## config.mk

```make
export PLATFORM = sky130hd
export DESIGN_NAME = uart_idle_brk_mon
export DESIGN_NICKNAME = d
export VERILOG_FILES = /design/src/rtl/uibm_pkg.sv /design/src/rtl/uibm_char_len.sv /design/src/rtl/uibm_idle_timer.sv /design/src/rtl/uibm_break_meter.sv /design/src/rtl/uart_idle_brk_mon.sv
export SDC_FILE = /design/constraint.sdc
export NUM_CORES = 1
export LEC_CHECK = 0
export ABC_AREA = 0
export BUFFER_PORTS_ARGS = -buffer_cell sky130_fd_sc_hd__buf_2
export CORE_UTILIZATION = 63
export CTS_CLUSTER_DIAMETER = 120
export DETAILED_ROUTE_END_ITERATION = 10
export HOLD_SLACK_MARGIN = 0.05
export PLACE_DENSITY = 0.84
export SLEW_MARGIN = 20
export SYNTH_ARGS = -nofsm -noshare
export SYNTH_HDL_FRONTEND = slang
export SYNTH_HIERARCHICAL = 1
export SYNTH_SLANG_ARGS = --single-unit
export TNS_END_PERCENT = 10
```

## constraint.sdc

```tcl
create_clock -name clk -period 9.23 [get_ports clk]
set_clock_uncertainty 0.15 [all_clocks]
set_input_delay 0.923 -clock clk [delete_from_list [all_inputs] [get_ports clk]]
set_output_delay 0.923 -clock clk [all_outputs]
set_load 0.005 [all_outputs]
```

## src/rtl/uibm_pkg.sv

```systemverilog
package uibm_pkg;

    localparam int CLEN_W = 5;

    function automatic logic [CLEN_W-1:0] frame_bits(input logic [3:0] dbits,
                                                     input logic       par,
                                                     input logic       two);
        logic [3:0] d;
        if (dbits < 4'd5)
            d = 4'd5;
        else if (dbits > 4'd14)
            d = 4'd14;
        else
            d = dbits;
        return CLEN_W'(2) + {1'b0, d} + {4'b0, par} + {4'b0, two};
    endfunction

endpackage

```

## src/rtl/uibm_char_len.sv

```systemverilog
module uibm_char_len
    import uibm_pkg::*;
(
    input  logic [3:0]        data_bits,
    input  logic              parity_en,
    input  logic              two_stop,
    output logic [CLEN_W-1:0] clen
);
    always_comb begin
        clen = frame_bits(data_bits, parity_en, two_stop);
    end
endmodule

```

## src/rtl/uibm_idle_timer.sv

```systemverilog
module uibm_idle_timer
    import uibm_pkg::*;
#(
    parameter int IDLE_W = 16
) (
    input  logic              clk,
    input  logic              rst,
    input  logic              bit_tick,
    input  logic              rx_line,
    input  logic              char_done,
    input  logic [CLEN_W-1:0] clen,
    input  logic [IDLE_W-1:0] max_idle,
    output logic              close_o,
    output logic              irq_o
);
    typedef struct packed {
        logic              armed;
        logic [IDLE_W-1:0] left;
        logic [CLEN_W-1:0] bits;
        logic              close;
        logic              irq;
    } idle_st_t;

    idle_st_t st_d, st_q;

    always_comb begin
        st_d       = st_q;
        st_d.close = 1'b0;
        if (char_done) begin
            st_d.armed = (max_idle != '0);
            st_d.left  = max_idle;
            st_d.bits  = '0;
            st_d.irq   = 1'b0;
        end else if (bit_tick && st_q.armed) begin
            if (!rx_line) begin
                st_d.bits = '0;
            end else if (st_q.bits == clen - CLEN_W'(1)) begin
                st_d.bits = '0;
                if (st_q.left == IDLE_W'(1)) begin
                    st_d.armed = 1'b0;
                    st_d.left  = '0;
                    st_d.close = 1'b1;
                    st_d.irq   = 1'b1;
                end else begin
                    st_d.left = st_q.left - IDLE_W'(1);
                end
            end else begin
                st_d.bits = st_q.bits + CLEN_W'(1);
            end
        end
    end

    always_ff @(posedge clk) begin
        if (rst) st_q <= '0;
        else     st_q <= st_d;
    end

    assign close_o = st_q.close;
    assign irq_o   = st_q.irq;
endmodule

```

## src/rtl/uibm_break_meter.sv

```systemverilog
module uibm_break_meter
    import uibm_pkg::*;
#(
    parameter int LEN_W = 16,
    parameter int EVT_W = 16
) (
    input  logic              clk,
    input  logic              rst,
    input  logic              bit_tick,
    input  logic              rx_line,
    input  logic [CLEN_W-1:0] clen,
    output logic [LEN_W-1:0]  len_o,
    output logic [EVT_W-1:0]  evt_o
);
    localparam logic [LEN_W-1:0] LEN_MAX = '1;

    typedef struct packed {
        logic              in_brk;
        logic [CLEN_W-1:0] bits;
        logic [LEN_W-1:0]  chars;
        logic [LEN_W-1:0]  last;
        logic [EVT_W-1:0]  evts;
    } brk_st_t;

    brk_st_t st_d, st_q;

    always_comb begin
        st_d = st_q;
        if (bit_tick) begin
            if (!rx_line) begin
                if (st_q.bits == clen - CLEN_W'(1)) begin
                    st_d.bits = '0;
                    if (st_q.chars != LEN_MAX)
                        st_d.chars = st_q.chars + LEN_W'(1);
                    if (!st_q.in_brk) begin
                        st_d.in_brk = 1'b1;
                        st_d.evts   = st_q.evts + EVT_W'(1);
                    end
                end else begin
                    st_d.bits = st_q.bits + CLEN_W'(1);
                end
            end else begin
                if (st_q.in_brk) begin
                    st_d.last   = st_q.chars;
                    st_d.in_brk = 1'b0;
                end
                st_d.bits  = '0;
                st_d.chars = '0;
            end
        end
    end

    always_ff @(posedge clk) begin
        if (rst) st_q <= '0;
        else     st_q <= st_d;
    end

    assign len_o = st_q.last;
    assign evt_o = st_q.evts;
endmodule

```

## src/rtl/uart_idle_brk_mon.sv

```systemverilog
module uart_idle_brk_mon
    import uibm_pkg::*;
#(
    parameter int IDLE_W = 16,
    parameter int LEN_W  = 16,
    parameter int EVT_W  = 16
) (
    input  logic              clk,
    input  logic              rst,
    input  logic              bit_tick,
    input  logic              rx_line,
    input  logic              char_done,
    input  logic [3:0]        cfg_data_bits,
    input  logic              cfg_parity_en,
    input  logic              cfg_two_stop,
    input  logic [IDLE_W-1:0] cfg_max_idle,
    output logic              buf_close,
    output logic              irq,
    output logic [LEN_W-1:0]  brk_len,
    output logic [EVT_W-1:0]  brk_events
);
    logic [CLEN_W-1:0] clen;

    uibm_char_len u_len (
        .data_bits (cfg_data_bits),
        .parity_en (cfg_parity_en),
        .two_stop  (cfg_two_stop),
        .clen      (clen)
    );

    uibm_idle_timer #(.IDLE_W(IDLE_W)) u_idle (
        .clk       (clk),
        .rst       (rst),
        .bit_tick  (bit_tick),
        .rx_line   (rx_line),
        .char_done (char_done),
        .clen      (clen),
        .max_idle  (cfg_max_idle),
        .close_o   (buf_close),
        .irq_o     (irq)
    );

    uibm_break_meter #(.LEN_W(LEN_W), .EVT_W(EVT_W)) u_brk (
        .clk      (clk),
        .rst      (rst),
        .bit_tick (bit_tick),
        .rx_line  (rx_line),
        .clen     (clen),
        .len_o    (brk_len),
        .evt_o    (brk_events)
    );
endmodule

```

==> metrics.txt, run 1 <==
Synth top area share 34.16%; final non-filler cell total 681; largest cells by area after synthesis dfxtp_1 (34%), buf_4 (5.4%), nand2_1 (5.3%), nor2_1 (4.2%), a21oi_1 (3.7%); fraction of registers with async set/reset 0%; Compound-Gate Fraction of Synth Area 17.88%; signal arrival time at the worst endpoint 4.79 ns; Post-Syn Area 4571 sq um; detailed placement HPWL 7129 microns; worst-path fanout max 11; Syn Inst Count 562; row count 30; syn avg cell area 8.133 sq um; layout cells sized above 1 17.09%; Initial Util 66.18%; Synth Area in XOR/XNOR 5.940%; routed len/inst 15.36 microns; H-tree Lvls 3; final WL 10460 microns; mux contribution to synthesized area 0.2190%; FMAX 0.2151 GHz; Post-Syn Nets 599; I/O Buffers 60; Post-Synth Adder-Cell Area 3.148%; largest family of logic cells by synthesized area simple AND/OR/NAND/NOR gates; postcts setup bufs 0; cell area after placement 4661 sq um; Detail Route Antenna Nets 0; sequential fraction of the synthesis area 34.16%; vias in the first global route 3864; Ys Warns 6; maxcap violations 0; Simple-Gate Fraction of Synth Area 29.21%; I/O Pins 61; Final Hold Viols 0; CTS resizes 0; initial antenna violation count 0; die height 87.18 microns; Hold-fix buffers, CTS 0; Post-synth EDFFs 0; area grow syn2layout 6.324%; Synth area leader dfxtp_1; synth cell count leaders dfxtp_1 (78), nand2_1 (64), nor2_1 (51), a21oi_1 (34), buf_4 (33); post-route cell area 4860 sq um; critical path startpoint category input pin; Antenna diodes 0; Slew Limit Fails 0; CTS tree done; Min Hold Slack 0.3049 ns; GRT overflow 0; dominant synthesized flop cell dfxtp_1; Leakage 1.934 nW; final period utilization 50.37%; CP max stage cell a311oi_2; CP Cell Sequence buf_2, nand2_1, maj3_2, fa_1, inv_1, ha_1, xnor2_1, nor2b_1, or3_1, a311oi_2, nand4_2, nor4_1, a221o_1; unrepaired setup endpoints after global routing no; vias 4205; FF+latch count, synth 78; Total GRT Usage 28.78%; setup TNS 0 ns; core area 6907 sq um; vias per cell 6.175; first-pass GRT wire length 17190 microns; Crit Path Class in2reg; family with the most delay on the worst path simple AND/OR/NAND/NOR gates; Power Dens Cells 147.9 nW/um^2; worst-margin pin slew 1.041 ns; Sink Count 78; status finished clean; Initial DRC Count 375; slowest stage delay, CP 0.91 ns; Worst-path clk slew 0.08 ns; clock tree buffer depth 2; nets 617; CTS Root Cell clkbuf_8; Slew HR 30.60%; Tmin final 4.649 ns; Placer Congestion 0.9073; CP Buf/Inv Count 2; WP data required 9.37 ns; worst hold-check path type reg2reg; worst skew pair latency 0.35 ns; DRC viols 0; area of the die 7599 sq um; largest net degree at the start of global routing 57; endpoints failing setup 0; number of buffers created by CTS 9; post-synthesis cell type count 68; Max VDD drop 75.20 uV; most common cell in the synthesized netlist dfxtp_1; element type at the critical path end register; DR pass1 iterations 5; Die X 87.18 microns; placed insts 665
==> report_power, final <==
part           switching, mW  internal [mW]  total [mW]
sequential           0.00886          0.343       0.352
clock                  0.125          0.133       0.258
combinational         0.0677         0.0404       0.108
==> worst register-to-register path, delay by kind of cell (launching register included) <==
family | cells | cell delay, ns
AND/OR/NAND/NOR | 4 | 1.34
flip-flops | 1 | 0.38
AO/OA/AOI/OAI | 2 | 1.07
==> placed cells by master (no fill, tap or decap), types with 3 or more instances in the layout <==
cell type   n
dfxtp_1    78
nand2_1    64
buf_2      60
nor2_1     51
a21oi_1    34
inv_1      21
nand3_1    19
nor3_1     18
a31oi_1    18
xnor2_1    17
nand4_1    15
o21ai_1    14
xor2_1     14
and3_1     14
clkbuf_8   10
ha_1        9
o211ai_1    9
nor4_1      8
nor2b_1     7
nand2b_1    7
or3_1       7
o21ai_0     6
or4_1       5
a21o_1      4
and4_1      4
nor4_2      4
a32o_1      4
a211o_1     4
buf_4       3
or2_2       3
a41oi_1     3
o311ai_1    3
==> cells by family (layout without fill, tap and decap cells) <==
group / after synthesis / count (layout)
simple gates: 245 / 245
compound gates: 119 / 119
flops: 78 / 78
buf+inv: 77 / 100
xor+xnor: 31 / 31
fa+ha+maj: 11 / 11
mux: 1 / 1
==> routing by layer <==
metal	wire, microns	global-route usage (%)	part of all wire (%)	vias up
met1	4564	37.31	44	1963
met5	0	0	0	-
met4	179	14.61	1.7	0
met3	741	5.498	7.1	18
met2	4973	45.81	48	187
li1	-	-	-	2037
==> stage by stage <==
stage	util (%)	setup WS (ns)	total power, mW
final	70.36	4.581	0.7185
after global routing	70.36	4.354	0.7503
after CTS	70.36	4.691	0.7222
after floorplan	-	5.152	0.4403
after detailed placement	67.48	4.379	0.4646
after global placement	67.48	4.597	0.4610
==> flip-flops by register name, indices dropped and copies added (netlist names) <==
signal	cells
u_idle/irq_o	1
u_brk/len_o	16
u_brk/evt_o	16
u_idle/st_q	22
u_brk/st_q	22
u_idle/close_o	1
==> final timing paths <==
check	from	end	slack, ns	cells after the start
max reg2reg	u_idle/st_q[4]	u_idle/st_q[15]	6.25	6
min reg2reg	u_idle/irq_o	u_idle/irq_o	0.30	2
min	u_idle/irq_o	u_idle/irq_o	0.30	2
max	cfg_data_bits[2]	u_idle/st_q[15]	4.58	13
==> layout make-up <==
class                      instances  area [sq um]
fill                             608          2047
multi-input combinational        407          2577
tap                               96         120.1
clock inverter                     5         57.56
clock buffer                      11         141.4
inverter                          21         78.83
timing repair buffer              63         322.8
sequential                        78          1562
Note: power is estimated with default switching activity, not from simulation.
==> run 2, diff against run 1 <==
--- a/config.mk
+++ b/config.mk
@@ -5,13 +5,13 @@
 export SDC_FILE = /design/constraint.sdc
 export NUM_CORES = 1
 export LEC_CHECK = 0
-export ABC_AREA = 0
+export ABC_AREA = 1
 export BUFFER_PORTS_ARGS = -buffer_cell sky130_fd_sc_hd__buf_2
-export CORE_UTILIZATION = 63
+export CORE_UTILIZATION = 53
 export CTS_CLUSTER_DIAMETER = 120
 export DETAILED_ROUTE_END_ITERATION = 10
 export HOLD_SLACK_MARGIN = 0.05
-export PLACE_DENSITY = 0.84
+export PLACE_DENSITY = 0.75
 export SLEW_MARGIN = 20
 export SYNTH_ARGS = -nofsm -noshare
 export SYNTH_HDL_FRONTEND = slang
==> constraint.sdc (replaced) <==
create_clock -name clk -period 3.8 [get_ports clk]
set_clock_uncertainty 0.15 [all_clocks]
set_input_delay 0.38 -clock clk [delete_from_list [all_inputs] [get_ports clk]]
set_output_delay 0.38 -clock clk [all_outputs]
set_load 0.005 [all_outputs]
==> run 2 against run 1 <==
Count of clock-buffer cells in the layout is 2 lower; clock power increased by 130%; flip-flop and latch count unchanged; global-route usage shrank 5.3 points; critical path type unchanged; critical endpoint is now u_brk/evt_o[2]; highest routed layer unchanged.
==> metrics.txt, run 2 <==
status finished clean; detailed placement HPWL 8182 microns (+15%); CTS tree done; Synth area leader dfxtp_1; internal power 1.190 mW (+130%); largest cells by area after synthesis dfxtp_1 (31%), nand2_1 (16%), nand3_1 (10%), a21oi_1 (7.0%), nor2_1 (6.8%); most frequent cells in the layout nand2_1 (208), nand3_1 (101), nor2_1 (91); area of the multi-input gates 2813 sq um (+9.1%); clock power share 33.3% (-2.7 points); WP data required 3.85 ns (-5.52 ns); Total GRT Usage 23.49% (-5.3 points); reg-to-reg startpoint u_brk/st_q[32]; largest net degree at the start of global routing 40 (-30%); R2R Path End u_brk/st_q[44]; initial antenna violation count 0 (unchanged); Post-Syn Area 5002 sq um (+9.4%); row count 35 (+17%); vias per cell 5.275 (-15%); worst-path fanout max 13 (+2); net switching power 0.5661 mW (+180%); Slew HR 52.39% (+22 points); Crit Path Class in2reg; worst r2r path cells 12 (+6); unrepaired setup endpoints after global routing no; Initial Util 54.39% (-12 points); DR pass1 iterations 5 (unchanged); met2 Use GR 40.67% (-5.1 points); Ys Warns 6 (unchanged); nets 838 (+36%); vias 4837 (+15%); endpoints failing setup 0 (unchanged); Net Sw Frac 32.24% (+4.1 points); final WL 11340 microns (+8.4%); Initial DRC Count 292 (-22%); met1 Usage GRT 30.61% (-6.7 points); final period utilization 79.54%; die height 99.15 microns (+14%); CTS resizes 0 (unchanged); maxcap violations 0 (unchanged); FF+latch count, synth 78 (unchanged); worst setup path end u_brk/evt_o[2]; FILL cells 908 (+49%); I/O Buffers 60 (unchanged); clock tree buffer depth 2 (unchanged); CP max stage cell fa_1; FMAX 0.3309 GHz; dominant synthesized flop cell dfxtp_1; Max VDD drop 170.8 uV (+130%); Final Hold Viols 0 (unchanged); CTS Root Cell clkbuf_8; H-tree Lvls 3 (unchanged); final setup margin 0.7776 ns (-3.803 ns); number of buffers created by CTS 9 (unchanged); Post-synth EDFFs 0 (unchanged); most common cell after layout, fill and taps aside nand2_1; postcts setup bufs 0 (unchanged); critical path's most frequent cell nand2_1; vias in the first global route 4321 (+12%); Worst-path clk slew 0.09 ns (about the same); setup TNS 0 ns (unchanged); CP Cell Sequence buf_2, nand2_1, o21ai_0, nand2_1, fa_1, inv_1, ha_1, inv_1, inv_1, ha_1, inv_2, nand2_1, nand2_1, nor2_1, nand2_1, nor2_1, nand3_1, inv_2, nand2_1, nand2_1, a21oi_1; Hold-fix buffers, CTS 0 (unchanged); worst skew pair latency 0.34 ns (about the same); top flop regs u_brk/st_q x22, u_idle/st_q x22; met3 Resource Use GR 2.600% (-2.9 points); area of the die 9831 sq um (+29%); slowest stage delay, CP 0.38 ns (-0.53 ns); Seq. cell area 1562 sq um (unchanged); Post-Syn Nets 821 (+37%); pre-CTS setup slack 0.4205 ns (-3.959 ns); most common cell in the synthesized netlist nand2_1; routed len/inst 12.37 microns (-19%); layout cells sized above 1 12.16% (-4.9 points); DRC viols 0 (unchanged); Leakage 2.284 nW (+18%); Die X 99.15 microns (+14%); element type at the critical path end register; Detail Route Antenna Nets 0 (unchanged); GRT busiest layer met2; Min Hold Slack 0.2354 ns (-0.06942 ns); critical path startpoint category input pin; Tmin final 3.022 ns; part of the power in registers 49.0% (about the same); first-pass GRT wire length 19100 microns (+11%); fraction of registers with async set/reset 0% (unchanged); Placer Congestion 0.9053 (-0.22%); Antenna diodes 0 (unchanged); Total Power 1.756 mW (+140%); sequential fraction of the synthesis area 31.22% (-2.9 points); Power Dens Cells 331.8 nW/um^2 (+120%); worst hold-check path type in2reg; Sink Count 78 (unchanged); core area 9196 sq um (+33%); power share of the combinational group 17.6% (+2.5 points); GRT overflow 0 (unchanged); R2R Setup Slk 1.33 ns (-4.92 ns); worst-margin pin slew 0.7141 ns (-0.3269 ns); syn avg cell area 6.380 sq um (-22%); CP startpoint cfg_data_bits[2]; I/O Pins 61 (unchanged); synth cell count leaders nand2_1 (208), nand3_1 (101), nor2_1 (91), dfxtp_1 (78), a21oi_1 (70); signal arrival time at the worst endpoint 3.07 ns (-1.72 ns); Synth top area share 31.22% (-2.9 points); area grow syn2layout 5.778%; Syn Inst Count 784 (+40%); post-synthesis cell type count 36 (-47%); Slew Limit Fails 0 (unchanged)
[run 2: cell types whose count changed in the layout (fill, tap and decap cells not counted), sizes merged, moves of 14 or more]
cell   change
nand3     +83
nand2    +148
a21oi     +36
nor2      +47
a31oi     -18
inv       +47
and3      -14
[run 2: per-stage QoR]
stage	std cells	util (%)	cell area, sq um
floorplan	784	-	5002
detailed placement	901	55.56	5110
global route	917	57.54	5291
global placement	901	55.56	5110
CTS	917	57.54	5291
finish	917	57.54	5291
[run 2: how the worst min path moves through the flow]
| stage | from | endpoint | slack (ns) | cells after the start |
|---|---|---|---|---|
| 2_1_floorplan | u_brk/len_o[10] | u_brk/len_o[10] | 0.29 | 2 |
| 6_report | cfg_max_idle[14] | u_idle/st_q[21] | 0.24 | 5 |
| 3_3_place_gp | u_idle/irq_o | u_idle/irq_o | 0.29 | 2 |
| 5_1_grt | bit_tick | u_brk/st_q[48] | 0.25 | 3 |
| 4_1_cts | cfg_max_idle[14] | u_idle/st_q[21] | 0.22 | 5 |
| 3_5_place_dp | u_idle/irq_o | u_idle/irq_o | 0.29 | 2 |
[run 2: per-layer routing]
metal,part of all wire [%],up-vias
met2,49,114
met4,1.2,0
met5,0,-
met1,47,2172
li1,-,2538
met3,3.8,13
[run 2: power by group through the flow]
| stage | clock network, mW | logic, mW | registers (mW) |
|---|---|---|---|
| final | 0.585 | 0.310 | 0.861 |
| after global routing | 0.631 | 0.354 | 0.864 |
| after CTS | 0.602 | 0.308 | 0.860 |
| after detailed placement | 0 | 0.305 | 0.879 |
| after global placement | 0 | 0.297 | 0.878 |
| after floorplan | 0 | 0.242 | 0.871 |
[run 2: kinds of logic (layout without fill, tap and decap cells)]
group                    count (synthesis)  count (layout)  share of synthesized area, %
AO/OA/AOI/OAI                           96              96                         9.955
flip-flops                              78              78                         31.22
buffers and inverters                  128             150                         12.56
AND/OR/NAND/NOR                        438             438                         37.67
adder cells (fa/ha/maj)                 10              10                         2.651
XOR/XNOR                                34              34                         5.953
[run 2: critical path, delay by kind of cell]
kind / cells / cell delay [ns]
AND/OR/NAND/NOR: 10 / 1.10
adder cells (fa/ha/maj): 3 / 0.91
buffers and inverters: 6 / 0.47
AO/OA/AOI/OAI: 2 / 0.23
[run 2: area by class of cell]
type                    instances  area share (%)
flip-flops and latches         78           29.51
repair buffers                 65           6.384
clock inverters                 7           1.088
well taps                     111           2.625
inverters                      69           4.895
clock buffers                   9           2.341
multi-input cells             578           53.16
